--- src/rtl/acc_ext_pkg.sv ---
// Shared definitions for the accumulator/extend unit.
// Assumes the select vector is one-hot or zero; the bit positions
// below are the external encoding of op_sel.
package acc_ext_pkg;
    localparam int OP_AND  = 0;
    localparam int OP_ADD  = 1;
    localparam int OP_LOAD = 2;
    localparam int OP_CHR  = 3;
    localparam int OP_CLR  = 4;
    localparam int OP_INV  = 5;
    localparam int OP_ROR  = 6;
    localparam int OP_ROL  = 7;
    localparam int OP_INC  = 8;
    localparam int OP_ECLR = 9;
    localparam int OP_EINV = 10;
    localparam int N_OPS   = 11;
endpackage

--- src/rtl/acc_ext_adder.sv ---
// Ripple-free behavioural adder with carry out, shared by the add and
// increment operations. Assumes unsigned operands of equal width.
module acc_ext_adder #(
    parameter int W = 16
) (
    input  logic [W-1:0] a,
    input  logic [W-1:0] b,
    output logic [W-1:0] sum,
    output logic         cout
);
    // Widened sum so the carry falls out as the top bit.
    always_comb begin
        {cout, sum} = {1'b0, a} + {1'b0, b};
    end
endmodule

--- src/rtl/acc_ext_datapath.sv ---
// Next-state network: builds one candidate {extend, accumulator} value
// per operation and selects among them with an AND-OR mux driven by the
// one-hot select. Assumes at most one select bit is high.
module acc_ext_datapath
    import acc_ext_pkg::*;
#(
    parameter int W    = 16,
    parameter int IN_W = 8
) (
    input  logic [W-1:0]     acc,
    input  logic             ext,
    input  logic [W-1:0]     dr,
    input  logic [IN_W-1:0]  chr,
    input  logic [N_OPS-1:0] sel,
    output logic [W-1:0]     nxt_acc,
    output logic             nxt_ext,
    output logic             load_en
);
    localparam int SW = W + 1;

    logic [W-1:0] add_b;
    logic [W-1:0] add_sum;
    logic         add_cout;
    logic [SW-1:0] cand [N_OPS];
    logic [SW-1:0] acc_or [N_OPS+1];

    // Second adder operand: constant one for increment, else data operand.
    always_comb begin
        add_b = sel[OP_INC] ? {{(W-1){1'b0}}, 1'b1} : dr;
    end

    acc_ext_adder #(.W(W)) u_adder (
        .a    (acc),
        .b    (add_b),
        .sum  (add_sum),
        .cout (add_cout)
    );

    // Candidate results, one per operation, in {extend, accumulator} form.
    always_comb begin
        cand[OP_AND]  = {ext, acc & dr};
        cand[OP_ADD]  = {add_cout, add_sum};
        cand[OP_LOAD] = {ext, dr};
        cand[OP_CHR]  = {ext, acc[W-1:IN_W], chr};
        cand[OP_CLR]  = {ext, {W{1'b0}}};
        cand[OP_INV]  = {ext, ~acc};
        cand[OP_ROR]  = {acc[0], ext, acc[W-1:1]};
        cand[OP_ROL]  = {acc[W-1], acc[W-2:0], ext};
        cand[OP_INC]  = {ext, add_sum};
        cand[OP_ECLR] = {1'b0, acc};
        cand[OP_EINV] = {~ext, acc};
    end

    assign acc_or[0] = '0;

    generate
        for (genvar i = 0; i < N_OPS; i++) begin : g_mux
            // Mask each candidate with its select and fold into the OR chain.
            assign acc_or[i+1] = acc_or[i] | (cand[i] & {SW{sel[i]}});
        end
    endgenerate

    // Register write enable and split of the selected value.
    always_comb begin
        load_en = |sel;
        {nxt_ext, nxt_acc} = acc_or[N_OPS];
    end
endmodule

--- src/rtl/acc_ext_status.sv ---
// Status flags for conditional-skip logic, derived from registered state.
// Assumes bit W-1 of the accumulator is the sign.
module acc_ext_status #(
    parameter int W = 16
) (
    input  logic [W-1:0] acc,
    input  logic         ext,
    output logic         pos,
    output logic         neg,
    output logic         zero,
    output logic         ezero
);
    // Flags decoded from the current register contents.
    always_comb begin
        pos   = ~acc[W-1];
        neg   = acc[W-1];
        zero  = ~|acc;
        ezero = ~ext;
    end
endmodule

--- src/rtl/acc_ext_unit.sv ---
// Top level: accumulator and extend registers, the next-state network and
// the status decode. Synchronous active-low reset clears both registers.
// Assumes the caller keeps op_sel one-hot or zero.
module acc_ext_unit
    import acc_ext_pkg::*;
#(
    parameter int W    = 16,
    parameter int IN_W = 8
) (
    input  logic             clk,
    input  logic             rst_n,
    input  logic [W-1:0]     dr_i,
    input  logic [IN_W-1:0]  chr_i,
    input  logic [N_OPS-1:0] op_sel,
    output logic [W-1:0]     acc_o,
    output logic             ext_o,
    output logic             acc_pos,
    output logic             acc_neg,
    output logic             acc_zero,
    output logic             ext_zero
);
    logic [W-1:0] acc_q;
    logic         ext_q;
    logic [W-1:0] nxt_acc;
    logic         nxt_ext;
    logic         load_en;

    acc_ext_datapath #(.W(W), .IN_W(IN_W)) u_dp (
        .acc     (acc_q),
        .ext     (ext_q),
        .dr      (dr_i),
        .chr     (chr_i),
        .sel     (op_sel),
        .nxt_acc (nxt_acc),
        .nxt_ext (nxt_ext),
        .load_en (load_en)
    );

    // State registers: clear on reset, write when any operation is selected.
    always_ff @(posedge clk) begin
        if (!rst_n) begin
            acc_q <= '0;
            ext_q <= 1'b0;
        end else if (load_en) begin
            acc_q <= nxt_acc;
            ext_q <= nxt_ext;
        end
    end

    acc_ext_status #(.W(W)) u_status (
        .acc   (acc_q),
        .ext   (ext_q),
        .pos   (acc_pos),
        .neg   (acc_neg),
        .zero  (acc_zero),
        .ezero (ext_zero)
    );

    assign acc_o = acc_q;
    assign ext_o = ext_q;
endmodule

--- config.mk ---
export PLATFORM = sky130hd
export DESIGN_NAME = acc_ext_unit
export DESIGN_NICKNAME = d
export VERILOG_FILES = /design/src/rtl/acc_ext_pkg.sv /design/src/rtl/acc_ext_adder.sv /design/src/rtl/acc_ext_datapath.sv /design/src/rtl/acc_ext_status.sv /design/src/rtl/acc_ext_unit.sv
export SDC_FILE = /design/constraint.sdc
export NUM_CORES = 1
export LEC_CHECK = 0
export BUFFER_PORTS_ARGS = -buffer_cell sky130_fd_sc_hd__buf_2
export CORE_UTILIZATION = 52
export CTS_CLUSTER_DIAMETER = 100
export DETAILED_ROUTE_END_ITERATION = 6
export PLACE_DENSITY = 0.79
export SLEW_MARGIN = 20
export SYNTH_ARGS = -nofsm -noshare
export SYNTH_HDL_FRONTEND = slang
export SYNTH_SLANG_ARGS = --single-unit
--- constraint.sdc ---
create_clock -name clk -period 3.2 [get_ports clk]
set_clock_uncertainty 0.1 [all_clocks]
set_input_delay 0.32 -clock clk [delete_from_list [all_inputs] [get_ports clk]]
set_output_delay 0.32 -clock clk [all_outputs]
set_load 0.03 [all_outputs]
==> flow_summary_export.csv <==
group,metric,value,unit
pwr,leakage,1.11,nW
routing,via_per_inst,6.67,
pwr,power.internal,0.000520,W
hold_path,hold_depth,3,
final_layout,seq_area,340,sq um
floorplanning,initial_core_util,55.6,%
job,maxCapViolations,0,
synthesis,avgSynthCellArea,7.31,sq um
place,numPlacedInstances,377,
floorplanning,die_w,65.5,um
clocking,clock-sinks,17,
pwr,p_sw_share,45.5,%
floorplanning,row_count,22,
critical_path,path_depth,9,
clocking,cts.reportedPaths.clkPinSlew,80,ps
sta,slew_headroom,58.4,%
place,gp_congestion,0.935,
sta,finalMaxSlewViolations,0,
synthesis,synth-edff-count,0,
global_route,grt_first_pass_wirelength,11000,um
pwr,switchingPower,0.000435,W
routing,first_iter_violations,354,
global_route,grt_max_degree,20,
critical_path,critPathMaxStageDelay,470,ps
final_layout,n_antenna_cell,0,
clocking,clock_path_buffers,2,
critical_path,cp_num_buf_inv,1,
synthesis,ys_ff_latch,17,
critical_path,cp-start-kind,"flop",
pwr,p_clk_share,18.6,%
place,dpl.hpwl,4710,um
sta,hold_violations,0,
synthesis,ys.flop_type,"dfxtp_1",
final_layout,area_delta_synth_final,15.7,%
sta,tightest_slew,622,ps
routing,drc,0,
synthesis,post_synth_num_cell_types,59,
routing,drt_first_pass_iters,6,
critical_path,path_class,"reg2reg",
final_layout,fillers,355,
sta,fin_crit_sh,78.1,%
global_route,grt_pass1_vias,2289,
clocking,cts-root-buf,"clkbuf_8",
pwr,power_density,393,mW/mm^2
routing,post_drt_wl_per_cell,17.6,um
clocking,cts_max_level,1,
sta,max_freq,400,MHz
global_route,gr-usage-all-layers,33.2,%
pwr,ir_drop,205,uV
global_route,grt_antenna_before_repair,0,
routing,ant_nets,0,
critical_path,critical_path_arrival,2590,ps
critical_path,cp_slowest_cell,"dfxtp_1",
sta,min_period,2500,ps
final_layout,multi_input_area,0.00164,sq mm
synthesis,async_reset_ff_share,0,%
critical_path,required,3300,ps
clocking,cts_inserted_buffers,3,
place,io_buffers,57,
clocking,insertion_delay,270,ps
synthesis,ys_seq_area_share,16.2,%
floorplanning,core_region_area,0.00377,sq mm
final_layout,drive_gt1_share,21.6,%
synthesis,synthesis.nets,341,
pwr,seqPwrFrac,31.1,%
synthesis,ys_warn_count,0,
routing,wirelength,6720,um
synthesis,syn_inst,287,
clocking,cts_resized,0,
pwr,pwr-share-comb,50.3,%
critical_path,cpLargestDelayFamily,"adder cells",
critical_path,cp-end-kind,"flop",
sta,setup_violations,0,
hold_path,min_path_type,"in2reg",
clocking,postCtsHoldBufs,0,
critical_path,r2r_cells,9,
clocking,post_cts_buffers,0,
final_layout,nets,388,
routing,via_count,2543,
floorplanning,pin_count,58,
global_route,overflow,0,
floorplanning,dieArea,0.00429,sq mm
clocking,cts_tree,"yes",
outcome,status,"complete, no violations",
sta,rsz0062_at_grt,"no",
sta,setup_tns,0,ps
critical_path,cp_max_fo,7,
final_layout,fin_cells,381,
floorplanning,fp.dieH,65.5,um
synthesis,synth_area,0.00210,sq mm
critical_path,crit_chain,"ha_1, inv_1, fa_1, nand2b_1, a21oi_1, o21ba_2, nor3_1, or3b_1, a31oi_1",
-- cell type report --
| type | count | area share, % |
|---|---|---|
| inverter | 10 | 1.55 |
| clock buffer | 3 | 1.70 |
| tap | 48 | 2.47 |
| sequential | 17 | 14.0 |
| timing repair buffer | 59 | 12.4 |
| multi-input combinational | 243 | 67.7 |
| clock inverter | 1 | 0.206 |
-- synthesized netlist by cell type, drive strengths merged (2+ instances only) --
cell type	count	share of area, %
buf	3	1.1
nor4	4	1.2
or2	4	1.2
a221oi	3	1.3
clkbuf	14	2.5
a21oi	17	4.1
o31ai	3	1.3
a222oi	13	6.2
ha	16	9.5
a31oi	7	2.1
nand3	12	3.1
a21o	11	3.9
o211ai	6	2.1
o32ai	3	1.3
a2111oi	3	1.6
a211oi	3	1.1
dfxtp	17	16
o31a	2	0.83
xnor2	4	1.7
o21a	4	1.4
a21boi	2	0.72
and3	2	0.60
o21ai	13	3.3
nor2	21	3.8
nand2	30	5.4
inv	10	1.8
nor3	8	1.9
a22oi	8	2.9
nor2b	17	5.1
or4	3	1.3
nand2b	5	1.5
-- path summary, 6_finish.rpt --
kind	from	endpoint	slack, ps
max	acc_o[0]$_SDFFE_PN0P_	acc_o[8]$_SDFFE_PN0P_	700
min	dr_i[2]	acc_o[2]$_SDFFE_PN0P_	220
max reg2reg	acc_o[0]$_SDFFE_PN0P_	acc_o[8]$_SDFFE_PN0P_	700
min reg2reg	acc_o[1]$_SDFFE_PN0P_	acc_o[1]$_SDFFE_PN0P_	530
-- kinds of logic (layout without fill, tap and decap cells) --
| group | Yosys count | count (layout) | synth area share, % |
|---|---|---|---|
| compound gates | 109 | 109 | 38.7 |
| fa+ha+maj | 17 | 17 | 10.5 |
| buf+inv | 27 | 73 | 5.43 |
| flops | 17 | 17 | 16.2 |
| simple gates | 113 | 113 | 27.5 |
| xor+xnor | 4 | 4 | 1.67 |
-- through the flow --
stage	hold slack, ps	total power (W)	area (sq um)	util, %	setup WS (ps)
floorplan	374	0.000643	2100	-	384
global route	242	0.00102	2430	64.4	501
finish	222	0.000954	2430	64.4	701
global placement	490	0.000765	2380	63.2	542
detailed placement	493	0.000772	2380	63.2	493
CTS	222	0.000947	2430	64.4	725
-- state kept, by name, summed over array words and instances, names as in the netlist --
register and flops:
acc_o 16, ext_o 1
-- metal layers --
layer,GRT usage (%),part of all wire [%],vias up
met5,0,0,-
met4,10.6,0.89,0
met3,2.60,8.6,9
met2,56.1,47,141
met1,44.3,43,1181
li1,-,-,1212
-- cells in the final DEF, fill, tap and decap left out, types with 3 or more instances in the layout --
master	instances
a211oi_1	3
a21o_1	11
a21oi_1	17
a221oi_1	3
a222oi_1	13
a22oi_1	8
a31oi_1	7
buf_2	57
clkbuf_8	3
dfxtp_1	17
ha_1	16
inv_1	10
nand2_1	30
nand2b_1	5
nand3_1	11
nor2_1	21
nor2b_1	17
nor3_1	8
nor4_1	4
o211ai_1	6
o21a_1	4
o21ai_0	9
o21ai_1	3
o32ai_1	3
or2_2	3
xnor2_1	4
-- power by group through the flow --
| stage | Sequential, W | Combinational (W) | Clock [W] |
|---|---|---|---|
| global placement | 0.000299 | 0.000466 | 0 |
| finish | 0.000297 | 0.000480 | 0.000177 |
| global route | 0.000302 | 0.000530 | 0.000188 |
| floorplan | 0.000337 | 0.000306 | 0 |
| CTS | 0.000295 | 0.000475 | 0.000177 |
| detailed placement | 0.000300 | 0.000471 | 0 |
-- worst register-to-register path, cell delays in order, from the launching register on --
cell      delay [ps]
dfxtp_1          470
ha_1             210
inv_1             60
fa_1             390
nand2b_1         190
a21oi_1          220
o21ba_2          220
nor3_1            50
or3b_1           350
a31oi_1          160
Note: power is estimated with default switching activity, not from simulation.
